===== src/rtl/tr_pkg.sv =====
package tr_pkg;
  parameter int unsigned SEL_W  = 16;
  parameter int unsigned BASE_W = 32;
  parameter int unsigned LIM_W  = 16;
  parameter int unsigned ATTR_W = 16;
  parameter int unsigned DESC_W = 64;
  parameter int unsigned CPL_W  = 2;
  localparam int unsigned IDX_W = SEL_W - 3;

  typedef enum logic [1:0] {
    FLT_NONE = 2'd0,
    FLT_GP   = 2'd1,
    FLT_TS   = 2'd2
  } fault_e;

  typedef enum logic [1:0] {
    ST_IDLE = 2'd0,
    ST_REQ  = 2'd1,
    ST_WAIT = 2'd2
  } state_e;

  typedef struct packed {
    logic [BASE_W-1:0] base;
    logic [LIM_W-1:0]  limit;
    logic [ATTR_W-1:0] attr;
  } tr_cache_t;
endpackage


===== src/rtl/tr_desc_decode.sv =====
module tr_desc_decode
  import tr_pkg::*;
#(
  parameter logic [LIM_W-1:0] MIN_LIMIT = 16'h0067
) (
  input  logic [DESC_W-1:0] desc_i,
  output tr_cache_t         cache_o,
  output logic              type_ok_o,
  output logic              present_o,
  output logic              limit_ok_o
);
  localparam logic [4:0] TYPE_AVAIL = 5'b01001;

  logic [LIM_W-1:0] limit;

  assign limit      = desc_i[15:0];
  assign type_ok_o  = (desc_i[44:40] == TYPE_AVAIL);
  assign present_o  = desc_i[47];
  assign limit_ok_o = (limit >= MIN_LIMIT);

  // cached copy already carries the busy mark
  assign cache_o.base  = {desc_i[63:56], desc_i[39:16]};
  assign cache_o.limit = limit;
  assign cache_o.attr  = {desc_i[55:42], 1'b1, desc_i[40]};
endmodule


===== src/rtl/tr_state_regs.sv =====
module tr_state_regs
  import tr_pkg::*;
(
  input  logic             clk_i,
  input  logic             rst_ni,
  input  logic             sw_we_i,
  input  logic [SEL_W-1:0] sw_sel_i,
  input  tr_cache_t        sw_cache_i,
  input  logic             ld_we_i,
  input  logic [SEL_W-1:0] ld_sel_i,
  input  tr_cache_t        ld_cache_i,
  input  logic             st_req_i,
  output logic [SEL_W-1:0] sel_o,
  output tr_cache_t        cache_o,
  output logic             valid_o,
  output logic             st_valid_o,
  output logic [SEL_W-1:0] st_sel_o
);
  logic [SEL_W-1:0] sel_q;
  tr_cache_t        cache_q;
  logic             valid_q;
  logic             past_ok_q;

  always_ff @(posedge clk_i or negedge rst_ni) begin
    if (!rst_ni) begin
      sel_q   <= '0;
      cache_q <= '0;
      valid_q <= 1'b0;
    end else if (sw_we_i) begin
      sel_q   <= sw_sel_i;
      cache_q <= sw_cache_i;
      valid_q <= 1'b1;
    end else if (ld_we_i) begin
      sel_q   <= ld_sel_i;
      cache_q <= ld_cache_i;
      valid_q <= 1'b1;
    end
  end

  // store path sees only the visible selector
  always_ff @(posedge clk_i or negedge rst_ni) begin
    if (!rst_ni) begin
      st_valid_o <= 1'b0;
      st_sel_o   <= '0;
      past_ok_q  <= 1'b0;
    end else begin
      st_valid_o <= st_req_i;
      st_sel_o   <= st_req_i ? sel_q : '0;
      past_ok_q  <= 1'b1;
    end
  end

  assign sel_o   = sel_q;
  assign cache_o = cache_q;
  assign valid_o = valid_q;

  AST_SEL_HOLD: assert property (@(posedge clk_i) disable iff (!rst_ni)
    past_ok_q && !$past(sw_we_i) && !$past(ld_we_i) |-> $stable(sel_q) && $stable(cache_q));
endmodule


===== src/rtl/tr_ld_ctrl.sv =====
module tr_ld_ctrl
  import tr_pkg::*;
(
  input  logic             clk_i,
  input  logic             rst_ni,
  input  logic [CPL_W-1:0] cpl_i,
  input  logic             ld_valid_i,
  input  logic [SEL_W-1:0] ld_sel_i,
  input  logic             sw_valid_i,
  input  logic             dr_ready_i,
  input  logic             dr_rsp_valid_i,
  input  logic             type_ok_i,
  input  logic             present_i,
  input  logic             limit_ok_i,
  input  logic [3:0]       busy_type_i,
  output logic             dr_valid_o,
  output logic [IDX_W-1:0] dr_index_o,
  output logic             ld_we_o,
  output logic [SEL_W-1:0] ld_sel_o,
  output logic             wb_valid_o,
  output logic [IDX_W-1:0] wb_index_o,
  output logic [3:0]       wb_type_o,
  output logic             done_o,
  output logic [1:0]       fault_o,
  output logic [SEL_W-1:0] fault_sel_o
);
  state_e           state_q, state_d;
  logic [SEL_W-1:0] pend_q;
  logic             rsp_take;
  logic             chk_ok;
  fault_e           flt_d;
  logic [SEL_W-1:0] flt_sel_d;

  assign rsp_take = (state_q == ST_WAIT) && dr_rsp_valid_i;
  assign chk_ok   = type_ok_i && present_i && limit_ok_i;
  assign ld_we_o  = rsp_take && !sw_valid_i && chk_ok;

  always_comb begin
    state_d   = state_q;
    flt_d     = FLT_NONE;
    flt_sel_d = '0;
    unique case (state_q)
      ST_IDLE: if (ld_valid_i) begin
        if (cpl_i != '0) begin
          flt_d     = FLT_GP;
          flt_sel_d = ld_sel_i;
        end else if (ld_sel_i[2]) begin
          flt_d     = FLT_GP;
          flt_sel_d = ld_sel_i;
        end else begin
          state_d = ST_REQ;
        end
      end
      ST_REQ: if (dr_ready_i) state_d = ST_WAIT;
      ST_WAIT: if (dr_rsp_valid_i) begin
        state_d = ST_IDLE;
        if (!sw_valid_i) begin
          if (!type_ok_i) begin
            flt_d     = FLT_GP;
            flt_sel_d = pend_q;
          end else if (!present_i || !limit_ok_i) begin
            flt_d     = FLT_TS;
            flt_sel_d = pend_q;
          end
        end
      end
      default: state_d = ST_IDLE;
    endcase
  end

  always_ff @(posedge clk_i or negedge rst_ni) begin
    if (!rst_ni) begin
      state_q     <= ST_IDLE;
      pend_q      <= '0;
      fault_o     <= FLT_NONE;
      fault_sel_o <= '0;
      wb_valid_o  <= 1'b0;
      wb_index_o  <= '0;
      wb_type_o   <= '0;
      done_o      <= 1'b0;
    end else begin
      state_q     <= state_d;
      fault_o     <= flt_d;
      fault_sel_o <= flt_sel_d;
      done_o      <= ld_we_o;
      wb_valid_o  <= ld_we_o;
      wb_index_o  <= ld_we_o ? pend_q[SEL_W-1:3] : '0;
      wb_type_o   <= ld_we_o ? busy_type_i : '0;
      if (state_q == ST_IDLE && state_d == ST_REQ) pend_q <= ld_sel_i;
    end
  end

  assign dr_valid_o = (state_q == ST_REQ);
  assign dr_index_o = pend_q[SEL_W-1:3];
  assign ld_sel_o   = pend_q;

  AST_REQ_HOLD: assert property (@(posedge clk_i) disable iff (!rst_ni)
    dr_valid_o && !dr_ready_i |=> dr_valid_o && $stable(dr_index_o));
  AST_LOW_CPL_NO_READ: assert property (@(posedge clk_i) disable iff (!rst_ni)
    (state_q == ST_IDLE) && ld_valid_i && (cpl_i != '0) |=> !dr_valid_o && (fault_o == FLT_GP));
  AST_FAULT_LEGAL: assert property (@(posedge clk_i) disable iff (!rst_ni)
    fault_o != 2'b11);
endmodule


===== src/rtl/task_reg_unit.sv =====
module task_reg_unit
  import tr_pkg::*;
#(
  parameter logic [15:0] MIN_LIMIT = 16'h0067
) (
  input  logic              clk_i,
  input  logic              rst_ni,
  input  logic [CPL_W-1:0]  cpl_i,
  input  logic              ld_valid_i,
  input  logic [SEL_W-1:0]  ld_sel_i,
  input  logic              st_valid_i,
  output logic              st_valid_o,
  output logic [SEL_W-1:0]  st_sel_o,
  input  logic              sw_valid_i,
  input  logic [SEL_W-1:0]  sw_sel_i,
  input  logic [BASE_W-1:0] sw_base_i,
  input  logic [LIM_W-1:0]  sw_limit_i,
  input  logic [ATTR_W-1:0] sw_attr_i,
  output logic              dr_valid_o,
  input  logic              dr_ready_i,
  output logic [IDX_W-1:0]  dr_index_o,
  input  logic              dr_rsp_valid_i,
  input  logic [DESC_W-1:0] dr_rsp_data_i,
  output logic              wb_valid_o,
  output logic [IDX_W-1:0]  wb_index_o,
  output logic [3:0]        wb_type_o,
  output logic              ld_done_o,
  output logic [1:0]        fault_o,
  output logic [SEL_W-1:0]  fault_sel_o,
  output logic [SEL_W-1:0]  tr_sel_o,
  output logic [BASE_W-1:0] tr_base_o,
  output logic [LIM_W-1:0]  tr_limit_o,
  output logic [ATTR_W-1:0] tr_attr_o,
  output logic              tr_valid_o
);
  tr_cache_t        dec_cache;
  tr_cache_t        sw_cache;
  tr_cache_t        cur_cache;
  logic             type_ok, present, limit_ok;
  logic             ld_we;
  logic [SEL_W-1:0] ld_sel;

  assign sw_cache.base  = sw_base_i;
  assign sw_cache.limit = sw_limit_i;
  assign sw_cache.attr  = sw_attr_i;

  tr_desc_decode #(.MIN_LIMIT(MIN_LIMIT)) u_dec (
    .desc_i     (dr_rsp_data_i),
    .cache_o    (dec_cache),
    .type_ok_o  (type_ok),
    .present_o  (present),
    .limit_ok_o (limit_ok)
  );

  tr_ld_ctrl u_ctrl (
    .clk_i          (clk_i),
    .rst_ni         (rst_ni),
    .cpl_i          (cpl_i),
    .ld_valid_i     (ld_valid_i),
    .ld_sel_i       (ld_sel_i),
    .sw_valid_i     (sw_valid_i),
    .dr_ready_i     (dr_ready_i),
    .dr_rsp_valid_i (dr_rsp_valid_i),
    .type_ok_i      (type_ok),
    .present_i      (present),
    .limit_ok_i     (limit_ok),
    .busy_type_i    (dec_cache.attr[3:0]),
    .dr_valid_o     (dr_valid_o),
    .dr_index_o     (dr_index_o),
    .ld_we_o        (ld_we),
    .ld_sel_o       (ld_sel),
    .wb_valid_o     (wb_valid_o),
    .wb_index_o     (wb_index_o),
    .wb_type_o      (wb_type_o),
    .done_o         (ld_done_o),
    .fault_o        (fault_o),
    .fault_sel_o    (fault_sel_o)
  );

  tr_state_regs u_regs (
    .clk_i      (clk_i),
    .rst_ni     (rst_ni),
    .sw_we_i    (sw_valid_i),
    .sw_sel_i   (sw_sel_i),
    .sw_cache_i (sw_cache),
    .ld_we_i    (ld_we),
    .ld_sel_i   (ld_sel),
    .ld_cache_i (dec_cache),
    .st_req_i   (st_valid_i),
    .sel_o      (tr_sel_o),
    .cache_o    (cur_cache),
    .valid_o    (tr_valid_o),
    .st_valid_o (st_valid_o),
    .st_sel_o   (st_sel_o)
  );

  assign tr_base_o  = cur_cache.base;
  assign tr_limit_o = cur_cache.limit;
  assign tr_attr_o  = cur_cache.attr;

  AST_DONE_LOADED: assert property (@(posedge clk_i) disable iff (!rst_ni)
    ld_done_o |-> tr_valid_o && (tr_attr_o[3:0] == 4'b1011) && (tr_sel_o[SEL_W-1:3] == wb_index_o));
  AST_FAULT_NOT_DONE: assert property (@(posedge clk_i) disable iff (!rst_ni)
    !((fault_o != 2'b00) && ld_done_o));
endmodule


===== config.mk =====
export PLATFORM = sky130hd
export DESIGN_NAME = task_reg_unit
export DESIGN_NICKNAME = d
export VERILOG_FILES = /design/src/rtl/tr_pkg.sv /design/src/rtl/tr_desc_decode.sv /design/src/rtl/tr_state_regs.sv /design/src/rtl/tr_ld_ctrl.sv /design/src/rtl/task_reg_unit.sv
export SDC_FILE = /design/constraint.sdc
export NUM_CORES = 1
export LEC_CHECK = 0
export ABC_AREA = 1
export BUFFER_PORTS_ARGS = -buffer_cell sky130_fd_sc_hd__buf_2
export CAP_MARGIN = 20
export CORE_MARGIN = 1
export CORE_UTILIZATION = 45
export DETAILED_ROUTE_END_ITERATION = 10
export GPL_ROUTABILITY_DRIVEN = 0
export GPL_TIMING_DRIVEN = 0
export PLACE_DENSITY_LB_ADDON = 0.12
export SYNTH_ARGS = -nofsm -noshare
export SYNTH_HDL_FRONTEND = slang
export SYNTH_SLANG_ARGS = --single-unit

===== constraint.sdc =====
create_clock -name clk_i -period 1.8 [get_ports clk_i]
set_clock_uncertainty 0.1 [all_clocks]
set_input_delay 0.36 -clock clk_i [delete_from_list [all_inputs] [get_ports clk_i]]
set_output_delay 0.36 -clock clk_i [all_outputs]
set_load 0.03 [all_outputs]

Word level (Yosys, flattened, before mapping)
Cells that the tools add are included.
{ "op_classes": {"mux": 31, "reduce_logical": 13, "eq_ne": 4, "bitwise_logic": 0, "magnitude_cmp": 1, "n_mul": 0, "shift": 0, "add_sub_neg": 0, "n_div": 0} }
{ "ops": {"columns": ["cell", "count"], "rows": [
  ["two-way mux 16 bit", 10],
  ["two-way mux 64 bit", 2],
  ["one-hot mux 16 bit (2 select lines)", 1],
  ["two-way mux 2 bit", 11],
  ["greater-or-equal comparator 16 x 7 -> 1 bit (second input constant)", 1],
  ["two-way mux 13 bit", 1],
  ["logical AND 1 bit", 6],
  ["one-hot mux 2 bit (3 select lines)", 1],
  ["== test 5 x 4 -> 1 bit (second input constant)", 1],
  ["== test 2 x 1 -> 1 bit (second input constant)", 2],
  ["two-way mux 4 bit", 1],
  ["one-hot mux 2 bit (2 select lines)", 1],
  ["nonzero test 2 bit", 2],
  ["zero test 1 bit", 3],
  ["two-way mux 1 bit", 3],
  ["== test 2 bit (second input constant)", 1],
  ["zero test 2 bit", 1],
  ["logical OR 1 bit", 1]
]} }
{ "totals": {"memories": 0, "reg_bits": 152, "latchBits": 0, "out_inout_bits": 149, "ramBits": 0, "rom_bits": 0} }

Longest topological paths before layout
Gate-level depths: netlist of the first run.
{ "depth": {"depth_word": 8, "ltp_mapped": 11} }

Modules after synthesis
Synthesis of the first run repeated with hierarchy kept, for this count alone.
{ "unflattened": {"hier_cells": 813, "hier_area_um2": 7080.5} }
{ "by_module_without_submodules": {"columns": ["mod", "area_per_inst_um2", "cells_per_inst", "instances", "seq_area_each_um2"], "rows": [
  ["tr_state_regs", 4262.8, 490, 1, 2452.4],
  ["tr_ld_ctrl", 2243.4, 238, 1, 1351.3],
  ["tr_desc_decode", 574.3, 85, 1, 0.0]
]} }

Worst setup path before layout of the first run
Ideal clock, no wire load.
{ "synth_path": {"path_type": "input-to-reg", "start": "input port sw_valid_i", "end": "register u_regs.cache_q (netlist bit u_regs.cache_o[1])", "setup_slack_ns": 0.173, "t_arrival_ns": 1.410, "setup_time_ns": 0.117, "path_stages": 9, "path_cell_list": "buf_2 inv_2 nand3_2 nor2_2 nand3_2 buf_2 buf_2 nand3_1 nand2_1"} }
{ "synth_between": {"elab_chain_cells": 4, "word_cells_on_any_way": 5, "cone_classes": "mux (1); reduce/logical (4)"} }
{ "synth_rtl": {"columns": ["item", "line_no", "source"], "rows": [
  ["start: declaration", "task_reg_unit.sv:14", "input logic sw_valid_i,"],
  ["zero test 1 bit", "tr_ld_ctrl.sv:36", "assign ld_we_o = rsp_take && !sw_valid_i && chk_ok;"],
  ["logical AND 1 bit (2 in a row)", "tr_ld_ctrl.sv:36", null],
  ["nonzero test 2 bit (no source line)", null, null],
  ["end signal: assignment", "tr_state_regs.sv:31", "cache_q <= sw_cache_i;"],
  ["end signal: assignment", "tr_state_regs.sv:35", "cache_q <= ld_cache_i;"],
  ["end: declaration", "tr_state_regs.sv:20", "tr_cache_t cache_q;"]
]} }
Several ways; a longest one is shown, not always the timed one.
A chain may end at the register's enable or synchronous reset.

Final worst setup path of the first run
{ "layout_path": {"start": "register u_ctrl.state_q[0]", "end": "output port dr_valid_o"} }
{ "layout_between": {"elab_chain_cells": 1} }
{ "layout_rtl": {"columns": ["item", "line_no", "source"], "rows": [
  ["start: declaration", "tr_ld_ctrl.sv:27", "state_e state_q, state_d;"],
  ["start signal: assignment", "tr_ld_ctrl.sv:82", "state_q <= state_d;"],
  ["== test 2 x 1 -> 1 bit", "tr_ld_ctrl.sv:93", "assign dr_valid_o = (state_q == ST_REQ);"],
  ["end: declaration", "task_reg_unit.sv:19", "output logic dr_valid_o,"]
]} }
Every way passes these cells.

==> results of run 1 <==
layer usage:
layer | track usage | part of all wire | wire length, um
met1 | 0.3421 | 0.42 | 8557
met2 | 0.4595 | 0.50 | 10240
met4 | 0.1049 | 0.021 | 432
met5 | 0 | 0 | 0
met3 | 0.06143 | 0.062 | 1263
tightest hold or removal path: cells and delay by family:
| kind | cells | cell delay, ns |
|---|---|---|
| buffers and inverters | 1 | 0.07 |
| AND/OR/NAND/NOR | 2 | 0.09 |
repair_timing:
action / in CTS / in global routing
endpoints found under the setup margin: 73 / 106
pin swaps: 0 / 5
gates resized for setup: 4 / 18
hold buffers: 2 / 0
endpoints found under the hold margin: 59 / 0
setup buffers: 0 / 1
stage by stage:
stage	utilization	area, um^2	power [mW]	hold slack (ns)	instances
2_1_floorplan	-	6763	5.308	-0.03559	860
3_3_place_gp	0.5877	8574	6.130	0.3498	1360
3_5_place_dp	0.5901	8608	6.161	0.2691	1361
4_1_cts	0.6333	9239	9.768	0.02695	1394
5_1_grt	0.6359	9278	10.13	0.04930	1392
6_report	0.6359	9278	9.706	0.03491	1392
synthesized netlist by cell type (all sizes together):
library cell,number,area share
o31ai,1,0.0011
nor2,29,0.016
dfrtp,151,0.56
clkbuf,20,0.011
nand2,423,0.24
nand3b,1,0.0011
o211ai,2,0.0022
o21ai,32,0.024
nand3,99,0.075
a21boi,1,0.0011
conb,1,0.00055
inv,51,0.028
buf,47,0.044
nor3,1,0.00074
or2,1,0.00093
registers in the layout, indices dropped and copies added (netlist names):
name                cells
u_ctrl.fault_o          2
u_regs.st_valid_o       1
u_ctrl.wb_index_o      13
u_ctrl.fault_sel_o     16
u_regs.cache_o         64
u_regs.st_sel_o        16
u_ctrl.wb_type_o        4
u_regs.valid_o          1
u_regs.sel_o           16
u_ctrl.state_q          2
u_ctrl.ld_sel_o        16
cells by family (layout without fill, tap and decap cells):
kind of cell	after synthesis	after routing	synth area share
compound gates	36	36	0.02812
flops	151	151	0.5587
buf+inv	118	466	0.08344
simple gates	554	554	0.3291
other cells	1	1	0.0005545
cell usage in the layout (no fill, tap or decap), types with 2 or more instances in the layout:
master / n
buf_1: 8
buf_2: 326
buf_4: 17
buf_6: 6
buf_8: 2
bufinv_16: 3
clkbuf_1: 18
clkbuf_16: 17
clkbuf_2: 2
clkinv_2: 6
clkinvlp_4: 2
dfrtp_1: 150
dlygate4sd3_1: 2
inv_1: 49
inv_2: 2
inv_6: 2
nand2_1: 422
nand3_1: 97
nor2_1: 27
o211ai_1: 2
o21ai_0: 32
final cells by class:
class                   instances  area share
clock inverters                13     0.01645
well taps                     184     0.02481
flip-flops and latches        151      0.4074
inverters                      51     0.02063
repair buffers                320      0.1773
multi-input cells             591      0.2635
clock buffers                  18     0.04734
plain buffers                  64     0.04248
worst paths after layout:
path / slack [ns] / start / end
setup / recovery: 0.08 / u_ctrl.state_q[0]$_DFF_PN0_ / dr_valid_o
hold / removal: 0.03 / sw_attr_i[4] / u_regs.cache_o[4]$_DFFE_PN0P_
setup reg to reg: 0.11 / u_ctrl.state_q[1]$_DFF_PN0_ / u_regs.sel_o[15]$_DFFE_PN0P_
hold reg to reg: 0.38 / u_regs.valid_o$_DFFE_PN0P_ / u_regs.valid_o$_DFFE_PN0P_
max in group asynchronous: 0.37 / rst_ni / u_ctrl.state_q[0]$_DFF_PN0_
min in group asynchronous: 0.38 / rst_ni / u_regs.st_sel_o[13]$_DFF_PN0_
power by group:
part	total, mW	internal (mW)	switching (mW)
Clock	3.61	2.20	1.41
Combinational	2.14	0.701	1.44
Sequential	3.95	3.73	0.218
==> metrics.txt, run 1 <==
drt wl/cell=14.72 um; antenna diode count=0; Via density=approximately 4.8; Slew Limit Fails=0; Synth cell types=22; Lkg Pwr=5.644 nW; Final Hold Viols=0; crit-path cells=inv_1, nor2_1, buf_4; Worst Hold Class=in -> reg; DRT iter0 DRCs=roughly 420; critical path's top delay family=flip-flops; Tmin final=1.717 ns; fmax=582.4 MHz; fillcell total=1348; FP Rows=44; vias in the first global route=between 6k and 7k; critical path depth=3; core area=14590 um^2; synth warn=0; Worst path slowest cell=dfrtp_2; IO Count=about 320; WHS Path Cells=3; overall routing resource usage=0.2734; crit end category=primary output; CTS tree=built; vias=6621; drt pass-1 iters=5; Mapped Area=6763 um^2; Setup Viol. Count Final=0; largest net degree at the start of global routing=94; Routed Wire Length=20490 um; sequential fraction of the synthesis area=0.5587; grt ovf=0; CTS max path bufs=2; Max stage delay on crit path=0.41 ns; share of layout cells above drive strength 1=0.3286; area of the multi-input gates=2445 um^2; Die H=124.6 um; Yosys reg bits=roughly 150; Num Clock Sinks=~150; buffers and inverters on the worst path=2; Buffers on Ports=approximately 320; DP HPWL=15610 um; power per cell area=approximately 1000 nW/um^2; register area=approximately 3800 um^2; syn avg cell area=around 7.9 um^2; clock root cell=clkbuf_16; Setup TNS Final=0 ns; CP startpoint kind=flop; critical path class=reg -> out; Worst EP required=1.34 ns; Post-Syn Nets=1029; starting density of the core=0.4636; Worst EP arrival=about 1.3 ns; Layout Nets=roughly 1.4k; Die X=124.6 um; die area=15520 um^2; crit path max fanout=4; total CTS buffers=17; Clock H-tree levels=4; Max VDD drop=~0.7 mV; clk slew on worst S/H paths=0.06 ns; Reg2Reg Depth=10; initial antenna violation count=1; worst skew pair latency=0.43 ns; pre-CTS setup slack=-0.2659 ns; final worst setup slack=0.08294 ns; status=finished, final reports clean; first-pass GRT wire length=32850 um; RSZ-0062 raised after global routing=yes; Post-Synthesis Cells=860; post-route antenna net violation count=0; max cap viols=0; number of remaining DRC errors=0; period utilization=0.9539; area grow syn2layout=37.19%; Worst Max-Slew Pin Slew=around 0.59 ns; slew margin rel.=0.6086
Power figures use the tool's default switching activity.
==> run 2, diff against run 1 <==
--- a/config.mk
+++ b/config.mk
@@ -14,6 +14,7 @@
 export GPL_ROUTABILITY_DRIVEN = 0
 export GPL_TIMING_DRIVEN = 0
 export PLACE_DENSITY_LB_ADDON = 0.12
+export REMOVE_ABC_BUFFERS = 1
 export SYNTH_ARGS = -nofsm -noshare
 export SYNTH_HDL_FRONTEND = slang
 export SYNTH_SLANG_ARGS = --single-unit
==> run 2 against run 1 <==
  * Register-to-register slack worse by 0.04 ns
  * Combinational power hardly changed
  * Sequential share of layout area is 1.1 points lower
  * Sequential power hardly changed
==> metrics.txt, run 2 (same netlist as run 1, synthesis figures left out) <==
status=finished, final reports clean; Global Route met2 Usage=0.4842 (+0.02470); Die X=124.6 um (unchanged); Tmin final=1.743 ns (+0.02607 ns); CP startpoint kind=flop; DP Area=8333 um^2 (-3.2%); power per cell area=1038 nW/um^2 (-0.80%); starting density of the core=0.4636 (unchanged); Worst EP arrival=1.28 ns (+0.02 ns); period utilization=0.9684 (+0.01448); hold_ws=0.04291 ns (+0.008004 ns); met1 Usage GRT=0.3505 (+0.008344); drt wl/cell=17.03 um (+16%); vias in the first global route=6303 (-2.1%); DP HPWL=12270 um (-21%); number of remaining DRC errors=0 (unchanged); CTS max path bufs=2 (unchanged); met3 GRT Util=0.06959 (+0.008162); Setup Viol. Count Final=0 (unchanged); Via density=4.987 (+4.8%); Slew Limit Fails=0 (unchanged); gr busiest metal=met2; Hold Path Origin=sw_attr_i[4]; area grow syn2layout=40.91%; vias=6767 (+2.2%); IO Count=318 (unchanged); most frequent cells in the layout=420 x nand2_1, 314 x buf_2, 151 x dfrtp_1; antenna diode count=0 (unchanged); FP Rows=44 (unchanged); Layout Nets=1330 (-2.6%); CTS tree=built; overall routing resource usage=0.2842 (+0.01078); share of layout cells above drive strength 1=0.3342 (+0.005543); crit path max fanout=4 (unchanged); Clock H-tree levels=4 (unchanged); Buffers on Ports=317 (+0.32%); clk slew on worst S/H paths=0.06 ns (about the same); Worst Hold Class=in -> reg; drt pass-1 iters=5 (unchanged); Final Hold Viols=0 (unchanged); critical path class=reg -> out; overall power=9.889 mW (+1.9%); first-pass GRT wire length=33840 um (+3.0%); die area=15520 um^2 (unchanged); commonest non-fill, non-tap cell in the layout=nand2_1; post-route antenna net violation count=0 (unchanged); post-route cell area=9529 um^2 (+2.7%); Lkg Pwr=5.673 nW (+0.51%); RSZ-0062 raised after global routing=yes; crit path from=u_ctrl.state_q[0]$_DFF_PN0_; max reg flops=64 (unchanged); Num Clock Sinks=151 (unchanged); worst skew pair latency=0.42 ns (about the same); reg2reg start=u_ctrl.state_q[0]$_DFF_PN0_; crit end category=primary output; fmax=573.7 MHz (-1.5%); max cap viols=0 (unchanged); Worst Max-Slew Pin Slew=0.6704 ns (+0.08333 ns); Max VDD drop=0.6667 mV (-5.2%); Routed Wire Length=23110 um (+13%); Worst EP required=1.34 ns (about the same); core area=14590 um^2 (unchanged); slew margin rel.=0.5526 (-0.05605); initial antenna violation count=1 (unchanged); largest net degree at the start of global routing=81 (-14%); clock root cell=clkbuf_16; Die H=124.6 um (unchanged); DRT iter0 DRCs=484 (+16%); total CTS buffers=17 (unchanged); grt ovf=0 (unchanged)
-- run 2: changes by cell type in the layout (fill, tap and decap cells not counted), sizes merged --
cell | before | now
clkinv | 6 | 3
clkbuf | 39 | 28
bufinv | 3 | 4
clkinvlp | 2 | 5
bufbuf | 0 | 2
dlygate4sd3 | 2 | 1
nand2 | 423 | 430
inv | 53 | 51
buf | 361 | 327
nand3 | 99 | 102
-- run 2: per-layer routing --
layer | vias up | routed length (um) | part of all wire
met4 | 2 | 553 | 0.024
met3 | 40 | 1808 | 0.078
met5 | - | 13 | 0.00056
li1 | 3257 | - | -
met2 | 330 | 11460 | 0.50
met1 | 3138 | 9270 | 0.40
-- run 2: repair_timing --
item	4_1_cts	5_1_grt
hold buffers	1	0
endpoints found under the setup margin	130	112
setup buffers	3	3
pin swaps	4	0
gates cloned	11	10
hold endpoints to repair	71	0
gates resized for setup	14	15
-- run 2: through the flow --
stage          cells  utilization  setup slack [ns]  setup TNS (ns)
2_1_floorplan    793            -            -2.522         -230.81
3_3_place_gp    1294       0.5625            -5.951         -880.15
3_5_place_dp    1298       0.5712            -2.229         -209.29
4_1_cts         1344       0.6366          0.005988               0
5_1_grt         1357       0.6532          -0.03437        -0.05521
6_report        1357       0.6532           0.05687               0
-- run 2: final cells by class --
cell class | instances | area (um^2)
inverters | 51 | 215.2
repair buffers | 335 | 1968
repair inverters | 4 | 30.03
multi-input cells | 601 | 2666
fillers | 1298 | 5060
clock inverters | 8 | 142.6
well taps | 184 | 230.2
clock buffers | 23 | 498.0
flip-flops and latches | 151 | 3779
-- run 2: final timing paths --
kind / end / slack (ns) / depth (start not counted)
max in group asynchronous: u_regs.cache_o[46]$_DFFE_PN0P_ / 0.37 / 3
min reg2reg: u_regs.valid_o$_DFFE_PN0P_ / 0.37 / 1
min: u_regs.cache_o[4]$_DFFE_PN0P_ / 0.04 / 3
max reg2reg: u_regs.cache_o[10]$_DFFE_PN0P_ / 0.07 / 8
min in group asynchronous: u_regs.st_sel_o[1]$_DFF_PN0_ / 0.42 / 2
max: dr_valid_o / 0.06 / 3
-- run 2: critical path: stages, from the launching register on --
cell and delay, ns:
dfrtp_1 0.45, inv_1 0.09, nor2_2 0.12, clkbuf_4 0.20
-- run 2: report_power, final --
| part | internal (mW) | switching (mW) |
|---|---|---|
| Clock | 2.49 | 1.33 |
| Sequential | 3.74 | 0.207 |
| Combinational | 0.644 | 1.48 |
| Total | 6.87 | 3.02 |
